$ cat src/rtl/spi_master_pkg.sv
package spi_master_pkg;
  typedef enum logic [1:0] {
    ST_IDLE = 2'd0,
    ST_RUN  = 2'd1,
    ST_FIN  = 2'd2
  } seq_state_t;
endpackage

$ cat src/rtl/spi_half_timer.sv
module spi_half_timer #(
  parameter int DIV_W = 8
) (
  input  logic             clk,
  input  logic             rst_n,
  input  logic             run_i,
  input  logic [DIV_W-1:0] div_i,
  output logic             tick_o
);
  logic [DIV_W-1:0] cnt_q, cnt_d;

  assign tick_o = run_i && (cnt_q == div_i);

  always_comb begin
    if (!run_i || tick_o) cnt_d = '0;
    else                  cnt_d = cnt_q + 1'b1;
  end

  always_ff @(posedge clk or negedge rst_n) begin
    if (!rst_n) cnt_q <= '0;
    else        cnt_q <= cnt_d;
  end
endmodule

$ cat src/rtl/spi_shift_unit.sv
module spi_shift_unit #(
  parameter int DATA_W = 16,
  parameter int LEN_W  = 5
) (
  input  logic              clk,
  input  logic              rst_n,
  input  logic              load_i,
  input  logic [DATA_W-1:0] tx_i,
  input  logic [LEN_W-1:0]  len_i,
  input  logic              sample_i,
  input  logic              change_i,
  input  logic              capture_i,
  input  logic              miso_i,
  output logic              mosi_o,
  output logic [DATA_W-1:0] rx_o
);
  logic [DATA_W-1:0] sh_q, sh_d, rx_q, rx_d, justified;
  logic [LEN_W-1:0]  shamt;
  logic              mosi_q, mosi_d;

  assign shamt     = LEN_W'(DATA_W) - len_i;
  assign justified = tx_i << shamt;

  always_comb begin
    sh_d   = sh_q;
    mosi_d = mosi_q;
    rx_d   = rx_q;
    if (load_i) begin
      sh_d   = justified;
      mosi_d = justified[DATA_W-1];
    end else begin
      if (sample_i)  sh_d   = {sh_q[DATA_W-2:0], miso_i};
      if (change_i)  mosi_d = sh_q[DATA_W-1];
      if (capture_i) rx_d   = sh_q;
    end
  end

  always_ff @(posedge clk or negedge rst_n) begin
    if (!rst_n) begin
      sh_q   <= '0;
      mosi_q <= 1'b0;
      rx_q   <= '0;
    end else begin
      sh_q   <= sh_d;
      mosi_q <= mosi_d;
      rx_q   <= rx_d;
    end
  end

  assign mosi_o = mosi_q;
  assign rx_o   = rx_q;
endmodule

$ cat src/rtl/spi_seq_ctrl.sv
module spi_seq_ctrl
  import spi_master_pkg::*;
#(
  parameter int NSLV    = 4,
  parameter int SEL_W   = 2,
  parameter int DIV_W   = 8,
  parameter int DATA_W  = 16,
  parameter int LEN_W   = 5,
  parameter int MIN_LEN = 4
) (
  input  logic             clk,
  input  logic             rst_n,
  input  logic             start_i,
  input  logic             cpol_i,
  input  logic             cpha_i,
  input  logic [LEN_W-1:0] len_i,
  input  logic [SEL_W-1:0] sel_i,
  input  logic [DIV_W-1:0] div_i,
  input  logic             tick_i,
  output logic             run_o,
  output logic             load_o,
  output logic [LEN_W-1:0] len_o,
  output logic             sample_o,
  output logic             change_o,
  output logic             capture_o,
  output logic [DIV_W-1:0] div_o,
  output logic             sclk_o,
  output logic [NSLV-1:0]  ss_n_o,
  output logic             busy_o,
  output logic             done_o
);
  localparam int ECNT_W = LEN_W + 1;

  seq_state_t        state_q, state_d;
  logic [LEN_W-1:0]  len_clamp, len_q;
  logic [DIV_W-1:0]  div_q;
  logic              cpha_q;
  logic [ECNT_W-1:0] ecnt_q, ecnt_d, two_len, last_edge;
  logic              sclk_q, sclk_d, busy_q, done_q, done_d;
  logic [NSLV-1:0]   ss_q, ss_d;
  logic              edge_tick, end_tick, accept;

  always_comb begin
    if (len_i < LEN_W'(MIN_LEN))     len_clamp = LEN_W'(MIN_LEN);
    else if (len_i > LEN_W'(DATA_W)) len_clamp = LEN_W'(DATA_W);
    else                             len_clamp = len_i;
  end

  assign accept    = (state_q == ST_IDLE) && start_i;
  assign two_len   = {len_q, 1'b0};
  assign last_edge = two_len - 1'b1;
  assign edge_tick = tick_i && (ecnt_q < two_len);
  assign end_tick  = tick_i && (ecnt_q == two_len);
  assign sample_o  = edge_tick && (ecnt_q[0] == cpha_q);
  assign change_o  = edge_tick && (ecnt_q[0] != cpha_q) && (ecnt_q != last_edge);
  assign capture_o = end_tick;
  assign load_o    = accept;
  assign len_o     = len_clamp;
  assign run_o     = (state_q == ST_RUN);
  assign div_o     = div_q;

  always_comb begin
    state_d = state_q;
    ecnt_d  = ecnt_q;
    sclk_d  = sclk_q;
    ss_d    = ss_q;
    done_d  = 1'b0;
    case (state_q)
      ST_IDLE: begin
        sclk_d = cpol_i;
        if (start_i) begin
          state_d = ST_RUN;
          ecnt_d  = '0;
          ss_d    = ~(NSLV'(1) << sel_i);
        end
      end
      ST_RUN: begin
        if (edge_tick) begin
          sclk_d = ~sclk_q;
          ecnt_d = ecnt_q + 1'b1;
        end
        if (end_tick) begin
          ss_d    = '1;
          done_d  = 1'b1;
          state_d = ST_FIN;
        end
      end
      default: state_d = ST_IDLE;
    endcase
  end

  always_ff @(posedge clk or negedge rst_n) begin
    if (!rst_n) begin
      state_q <= ST_IDLE;
      ecnt_q  <= '0;
      sclk_q  <= 1'b0;
      ss_q    <= '1;
      done_q  <= 1'b0;
      busy_q  <= 1'b0;
    end else begin
      state_q <= state_d;
      ecnt_q  <= ecnt_d;
      sclk_q  <= sclk_d;
      ss_q    <= ss_d;
      done_q  <= done_d;
      busy_q  <= (state_d != ST_IDLE);
    end
  end

  always_ff @(posedge clk or negedge rst_n) begin
    if (!rst_n) begin
      len_q  <= LEN_W'(MIN_LEN);
      div_q  <= '0;
      cpha_q <= 1'b0;
    end else if (accept) begin
      len_q  <= len_clamp;
      div_q  <= div_i;
      cpha_q <= cpha_i;
    end
  end

  assign sclk_o = sclk_q;
  assign ss_n_o = ss_q;
  assign busy_o = busy_q;
  assign done_o = done_q;
endmodule

$ cat src/rtl/spi_master_top.sv
module spi_master_top #(
  parameter int NSLV    = 4,
  parameter int DATA_W  = 16,
  parameter int DIV_W   = 8,
  parameter int MIN_LEN = 4,
  localparam int SEL_W  = $clog2(NSLV),
  localparam int LEN_W  = $clog2(DATA_W + 1)
) (
  input  logic              clk,
  input  logic              rst_n,
  input  logic              start_i,
  input  logic              cpol_i,
  input  logic              cpha_i,
  input  logic [LEN_W-1:0]  len_i,
  input  logic [SEL_W-1:0]  sel_i,
  input  logic [DIV_W-1:0]  div_i,
  input  logic [DATA_W-1:0] tx_i,
  output logic              busy_o,
  output logic              done_o,
  output logic [DATA_W-1:0] rx_o,
  output logic              sclk_o,
  output logic              mosi_o,
  input  logic              miso_i,
  output logic [NSLV-1:0]   ss_n_o
);
  logic             run, tick, load, sample, change, capture;
  logic [LEN_W-1:0] len_c;
  logic [DIV_W-1:0] div_l;

  spi_seq_ctrl #(
    .NSLV(NSLV), .SEL_W(SEL_W), .DIV_W(DIV_W),
    .DATA_W(DATA_W), .LEN_W(LEN_W), .MIN_LEN(MIN_LEN)
  ) ctrl_i (
    .clk(clk), .rst_n(rst_n), .start_i(start_i), .cpol_i(cpol_i),
    .cpha_i(cpha_i), .len_i(len_i), .sel_i(sel_i), .div_i(div_i),
    .tick_i(tick), .run_o(run), .load_o(load), .len_o(len_c),
    .sample_o(sample), .change_o(change), .capture_o(capture),
    .div_o(div_l), .sclk_o(sclk_o), .ss_n_o(ss_n_o),
    .busy_o(busy_o), .done_o(done_o)
  );

  spi_half_timer #(.DIV_W(DIV_W)) timer_i (
    .clk(clk), .rst_n(rst_n), .run_i(run), .div_i(div_l), .tick_o(tick)
  );

  spi_shift_unit #(.DATA_W(DATA_W), .LEN_W(LEN_W)) shift_i (
    .clk(clk), .rst_n(rst_n), .load_i(load), .tx_i(tx_i), .len_i(len_c),
    .sample_i(sample), .change_i(change), .capture_i(capture),
    .miso_i(miso_i), .mosi_o(mosi_o), .rx_o(rx_o)
  );
endmodule

$ cat config.mk
export PLATFORM = sky130hd
export DESIGN_NAME = spi_master_top
export DESIGN_NICKNAME = d
export VERILOG_FILES = /design/src/rtl/spi_master_pkg.sv /design/src/rtl/spi_half_timer.sv /design/src/rtl/spi_shift_unit.sv /design/src/rtl/spi_seq_ctrl.sv /design/src/rtl/spi_master_top.sv
export SDC_FILE = /design/constraint.sdc
export NUM_CORES = 1
export LEC_CHECK = 0
export BUFFER_PORTS_ARGS = -buffer_cell sky130_fd_sc_hd__buf_2
export CAP_MARGIN = 20
export CORE_AREA = 2 2 71 123
export CTS_BUF_LIST = sky130_fd_sc_hd__clkbuf_4
export DETAILED_ROUTE_END_ITERATION = 7
export DIE_AREA = 0 0 73 125
export PLACE_DENSITY_LB_ADDON = 0.25
export SLEW_MARGIN = 10
export SYNTH_ARGS = -nofsm -noshare
export SYNTH_HDL_FRONTEND = slang
export SYNTH_HIERARCHICAL = 1
export SYNTH_SLANG_ARGS = --single-unit
$ cat constraint.sdc
create_clock -name clk -period 2.8 [get_ports clk]
set_input_delay 0.28 -clock clk [delete_from_list [all_inputs] [get_ports clk]]
set_output_delay 0.28 -clock clk [all_outputs]
set_load 0.05 [all_outputs]
# Word level (Yosys, flattened, before mapping)
# Index checks and enable logic that the tools add are counted.
[totals]
regBits = 70
inputBits = 37
output_inout_bits = 24
wordCells = 72
[classes]
n_addsub = 4
n_lt_le_gt_ge = 3
eq_ne = 9
shifts = 2
mux = 20
n_bitwise = 3
n_reduce_logical = 18
[op_table]
columns = ["op", "count"]
rows = [
  ["2-to-1 mux 16 bit", 2],
  ["<< shifter 16 x 5 -> 16 bit", 1],
  ["2-to-1 mux 6 bit", 2],
  ["one-hot mux 6 bit (2 select lines)", 1],
  ["2-to-1 mux 5 bit", 2],
  ["adder 8 x 1 -> 8 bit, second input constant", 1],
  ["equality test 8 bit", 1],
  ["2-to-1 mux 4 bit", 2],
  ["2-to-1 mux 8 bit", 1],
  ["one-hot mux 4 bit (2 select lines)", 1],
  ["nonzero test 2 bit", 4],
  ["logical AND 1 bit", 7],
  ["adder 6 x 1 -> 6 bit, second input constant", 1],
  ["equality test 6 bit", 1],
  ["< comparator 6 bit", 1],
  ["inequality test 2 bit, second input constant", 3],
  ["inequality test 6 bit", 1],
  ["AND reduction 3 bit", 2],
  ["subtractor 6 x 1 -> 6 bit, second input constant", 1],
  ["greater-than comparator 5 bit, second input constant", 1],
  ["< comparator 5 x 3 -> 1 bit, second input constant", 1],
  ["2-to-1 mux 1 bit", 5],
  ["subtractor 5 bit, first input constant", 1],
  ["2-to-1 mux 2 bit", 2],
  ["12 further kinds", 14],
]

# Depth between registers and ports, before layout
[depth]
ltp_word = 7
ltp_mapped = 13

# By module
# Netlist, hierarchy kept.
[modules_own_cells]
columns = ["mod", "n_inst", "cells_per_inst", "area_each_um2"]
rows = [
  ["spi_shift_unit", 1, 208, 2179.6],
  ["spi_seq_ctrl", 1, 165, 1576.5],
  ["spi_half_timer", 1, 46, 500.5],
]

# Least setup slack after synthesis
# OpenSTA, ideal clock, no wires.
[synth_path]
path_type = "register -> register"
from = "reg ctrl_i.div_q[7] (netlist: ctrl_i/div_o[7])"
to = "reg shift_i.sh_q[10]"
t_arrival_ns = 2.738
required_time_ns = 2.734
slack_ns = -0.004
path_stages_with_launch = 12
path_buffers = 3
synth_period_minus_slack_ns = 2.804
path_cell_list = "dfrtp_1 > xor2_2 > nor4_2 > and3_1 > and3b_1 > nand2_1 > nor2_1 > clkbuf_1 > or2_2 > clkbuf_1 > clkbuf_1 > o32a_1"
[synth_between]
elab_chain_cells = 5
[synth_rtl]
columns = ["item", "line", "text"]
rows = [
  ["start: declaration", "spi_seq_ctrl.sv:36", "logic [DIV_W-1:0] div_q;"],
  ["start signal: assignment", "spi_seq_ctrl.sv:117", "div_q <= div_i;"],
  ["equality test 8 bit", "spi_half_timer.sv:12", "assign tick_o = run_i && (cnt_q == div_i);"],
  ["logical AND 1 bit", "spi_half_timer.sv:12", ""],
  ["via tick", "spi_master_top.sv:26", "logic run, tick, load, sample, change, capture;"],
  ["logical AND 1 bit", "spi_seq_ctrl.sv:52", "assign edge_tick = tick_i && (ecnt_q < two_len);"],
  ["logical AND 1 bit", "spi_seq_ctrl.sv:54", "assign sample_o = edge_tick && (ecnt_q[0] == cpha_q);"],
  ["via sample", "spi_master_top.sv:26", ""],
  ["nonzero test 2 bit (no source line)", "n/a", ""],
  ["end signal: assignment", "spi_shift_unit.sv:40", "sh_q <= '0;"],
  ["end signal: assignment", "spi_shift_unit.sv:44", "sh_q <= sh_d;"],
  ["end: declaration", "spi_shift_unit.sv:17", "logic [DATA_W-1:0] sh_q, sh_d, rx_q, rx_d, justified;"],
]
# The timed path passes the listed nets, and every way through them passes these cells.
# A chain may end at the register's enable or synchronous reset.

# Worst setup path in the final report
[layout_path]
from = "reg timer_i.cnt_q[4]"
to = "reg shift_i.sh_q[8]"
[layout_between]
elab_chain_cells = 5
[layout_rtl]
columns = ["item", "line", "text"]
rows = [
  ["start: declaration", "spi_half_timer.sv:10", "logic [DIV_W-1:0] cnt_q, cnt_d;"],
  ["start signal: assignment", "spi_half_timer.sv:21", "else cnt_q <= cnt_d;"],
  ["equality test 8 bit", "spi_half_timer.sv:12", ""],
  ["logical AND 1 bit", "spi_half_timer.sv:12", ""],
  ["via tick", "spi_master_top.sv:26", ""],
  ["logical AND 1 bit", "spi_seq_ctrl.sv:52", ""],
  ["logical AND 1 bit", "spi_seq_ctrl.sv:54", ""],
  ["via sample", "spi_master_top.sv:26", ""],
  ["nonzero test 2 bit (no source line)", "n/a", ""],
]
# The timed path passes the listed nets, and every way through them passes these cells.

==> impl_metrics.py <==
metrics = {
    "floorplanning": {
        "rows": 44,
        "die_area_mm2": 0.00913,
        "io_pins": 61,
        "die-height_um": 125,
        "initial_core_util": 0.519,
        "core_area_mm2": 0.00820,
        "die_w_um": 73,
    },
    "timing": {
        "period_needed_ns": 2.58,
        "post-route-period-util": 0.921,
        "skew_ns": 0.0179,
        "setup_violations": 0,
        "slew_viol_final": 0,
        "max_slew_margin": 0.284,
        "finalSetupTns_ns": 0,
        "worst_pin_slew_ns": 1.07,
        "fmax_mhz": 388,
        "rsz0062_at_grt": "no",
        "hold_violations": 0,
    },
    "setup_path": {
        "cp_max_fo": 17,
        "cpMaxStageDelayCell": "dfrtp_1",
        "r2r-start": "timer_i/cnt_q[4]$_DFF_PN0_",
        "timing.rr.end": "shift_i/sh_q[8]$_DFFE_PN0P_",
        "cp_slowest_stage_delay_ns": 0.47,
        "crit_top_cell": "nor2_1",
        "cp.arrival_ns": 2.96,
        "endpoint_kind": "register",
        "required_ns": 3.18,
        "r2r.worst_path.cells": 11,
        "crit_path_start_kind": "register",
        "crit_chain": "xor2_1 -> nor4_4 -> and3_2 -> and3b_1 -> nand2_1 -> nor2_1 -> buf_4 -> or2_4 -> nor2_1 -> nor3_1 -> a211o_1",
        "rrSetupSlack_ns": 0.22,
        "crit_type": "register to register",
    },
    "global_routing": {
        "grt_overflow": 0,
        "antenna_found_initial": 0,
        "grt_pass1_vias": 3358,
        "grt_pass1_wl_um": 15700,
        "grtUsageTotal": 0.219,
        "grt_max_degree": 71,
    },
    "route": {
        "viasPerCell": 5.83,
        "drt_wl_total_um": 9410,
        "drc": 0,
        "wl_per_cell_um": 16.1,
        "drt_pass1_iterations": 4,
        "drt-initial-drc-count": 206,
        "ant_nets": 0,
        "vias": 3397,
    },
    "clocking": {
        "htree_levels": 3,
        "clk_pin_slew_worst_paths_ns": 0.12,
        "numCtsBuffers": 9,
        "cts_tree": "built",
        "clock_sinks": 70,
        "clockBufferDepth": 2,
        "cts_root_buffer": "clkbuf_4",
        "clock_latency_ns": 0.43,
    },
    "power_and_ir_drop": {
        "power.density_mw_per_mm2": 524,
        "leakagePower_uw": 0.00224,
        "irDropWorstVdd_mv": 0.222,
    },
    "final_layout": {
        "nFillCells": 722,
        "syn2layout_area_growth_pct": 14.1,
        "final_common_cell": "dfrtp_1",
        "mostFrequentLayoutCells": "65 x dfrtp_1, 60 x buf_2, 52 x nand2_1, 26 x inv_1, 26 x o21ai_0",
        "seqCellArea_mm2": 0.00176,
        "drive_gt1_frac": 0.271,
        "nets": 533,
        "antenna_cells": 0,
        "final_cells": 583,
        "multi_input_area_mm2": 0.00227,
    },
    "synthesis": {
        "synthCells": 419,
        "synthArstFlopShare": 1.00,
        "ys_warn_count": 6,
        "synth_edf_count": 0,
        "syn_area_mm2": 0.00426,
        "synth.avg_cell_area_um2": 10.2,
        "yosys.cell_types.count": 68,
        "yosysSeqAreaShare": 0.413,
        "syn-num-nets": 465,
        "ys_seq_elements": 70,
        "synth_top_flop_cell": "dfrtp_1",
    },
    "hold_path": {
        "min-delay-path-class": "input pin to async pin",
    },
    "run_status": {
        "status": "finished clean",
    },
    "placement": {
        "gp_congestion": 0.815,
        "io_buffers": 60,
        "dp_cells": 568,
        "dpl.hpwl_um": 7230,
    },
    "flow_run": {
        "drv_cap": 0,
    },
}
-- registers in the layout, summed over array words and instances (netlist names), 2 cells and up --
register and flops:
ctrl_i/len_q 5, ctrl_i/state_q 2, shift_i/sh_q 16, shift_i/rx_o 16, ctrl_i/ss_n_o 4, ctrl_i/div_o 8, ctrl_i/ecnt_q 6, timer_i/cnt_q 8
-- per-stage QoR --
| stage | utilization | hold WS (ns) | power (µW) | instance area (µm²) | setup slack (ns) |
|---|---|---|---|---|---|
| after floorplan | - | -0.0156 | 1660 | 4270 | 0.0215 |
| after global placement | 0.573 | 0.465 | 1830 | 4700 | 0.211 |
| after detailed placement | 0.573 | 0.469 | 1850 | 4700 | 0.106 |
| after CTS | 0.591 | 0.0157 | 2560 | 4850 | 0.167 |
| after global routing | 0.592 | 0.0346 | 2670 | 4850 | 0.0504 |
| final | 0.592 | 0.0262 | 2540 | 4850 | 0.220 |
-- power breakdown --
part           internal (µW)  leakage, µW  switching (µW)  total, µW
registers               1100     0.000851            64.4       1170
clock network            362    0.0000776             352        713
logic                    275      0.00131             389        664
total                   1740      0.00224             805       2540
-- critical path, delay by kind of cell (launching register included) --
| family | cells | cell delay [ns] |
|---|---|---|
| and+or+nand+nor | 8 | 1.50 |
| AOI/OAI and AO/OA | 1 | 0.13 |
| xor gates and xnor gates | 1 | 0.20 |
| buffers and inverters | 1 | 0.22 |
| DFF | 1 | 0.47 |
-- synthesized netlist by cell type, drive strengths merged, types with 2 or more instances --
master  instances  area (µm²)
nor2b           4        25.0
nor3           22         115
a221oi          3        26.3
o21ai          26         130
nand4           2        12.5
buf             9        77.6
xnor2           7        61.3
o21a            2        15.0
or3             6        37.5
mux2i          17         174
o211ai          4        30.0
dfstp           5         131
o32a            4        40.0
mux2            7        78.8
and4            2        20.0
nor4            8        77.6
a21oi          18         101
dfrtp          65        1630
a211o           3        26.3
xor2           14         156
mux4           12         304
ha              9         113
nand2b          4        25.0
nor2           14        52.6
clkbuf         14        52.6
and2            5        32.5
a211oi          5        37.5
a31oi           3        18.8
o22a            8        71.3
and3            4        28.8
nand3          13        65.1
o31ai           2        28.8
nand2          52         195
nor3b           2        20.0
inv            27         106
-- cells by family after synthesis --
kind of cell | Yosys count | synth area share
adder cells (fa/ha/maj) | 9 | 0.0265
flip-flops | 70 | 0.413
XOR/XNOR | 21 | 0.0511
multiplexers | 36 | 0.131
buffers and inverters | 51 | 0.0564
AO/OA/AOI/OAI | 87 | 0.141
AND/OR/NAND/NOR | 145 | 0.181
-- worst max-delay path by stage --
stage,from,to,slack [ns]
after floorplan,timer_i/cnt_q[5]$_DFF_PN0_,shift_i/sh_q[10]$_DFFE_PN0P_,0.02
after global placement,len_i[4],shift_i/mosi_o$_DFFE_PN0P_,0.21
after detailed placement,len_i[4],shift_i/sh_q[15]$_DFFE_PN0P_,0.11
after CTS,timer_i/cnt_q[4]$_DFF_PN0_,shift_i/sh_q[8]$_DFFE_PN0P_,0.17
after global routing,timer_i/cnt_q[4]$_DFF_PN0_,shift_i/sh_q[9]$_DFFE_PN0P_,0.05
final,timer_i/cnt_q[4]$_DFF_PN0_,shift_i/sh_q[8]$_DFFE_PN0P_,0.22
-- timing repair --
item,4_1_cts,5_1_grt
setup buffers,0,0
setup endpoints to repair,0,2
hold buffers,0,0
gates resized for setup,0,2
-- routing by layer --
metal / wire length [µm] / track usage / up-vias / part of all wire
met3: 343 / 0.0355 / 14 / 0.036
met2: 5270 / 0.396 / 91 / 0.56
met4: 186 / 0.0861 / 0 / 0.020
li1: - / - / 1650 / -
met5: 0 / 0 / - / 0
met1: 3610 / 0.247 / 1642 / 0.38
-- layout make-up --
type | instances | share of cell area
Clock buffer | 10 | 0.0155
Clock inverter | 5 | 0.0155
Inverter | 28 | 0.0227
Multi-Input combinational cell | 298 | 0.468
Sequential cell | 70 | 0.362
Tap cell | 92 | 0.0237
Timing Repair Buffer | 80 | 0.0928
No activity file was read; power rests on OpenSTA's default activity.
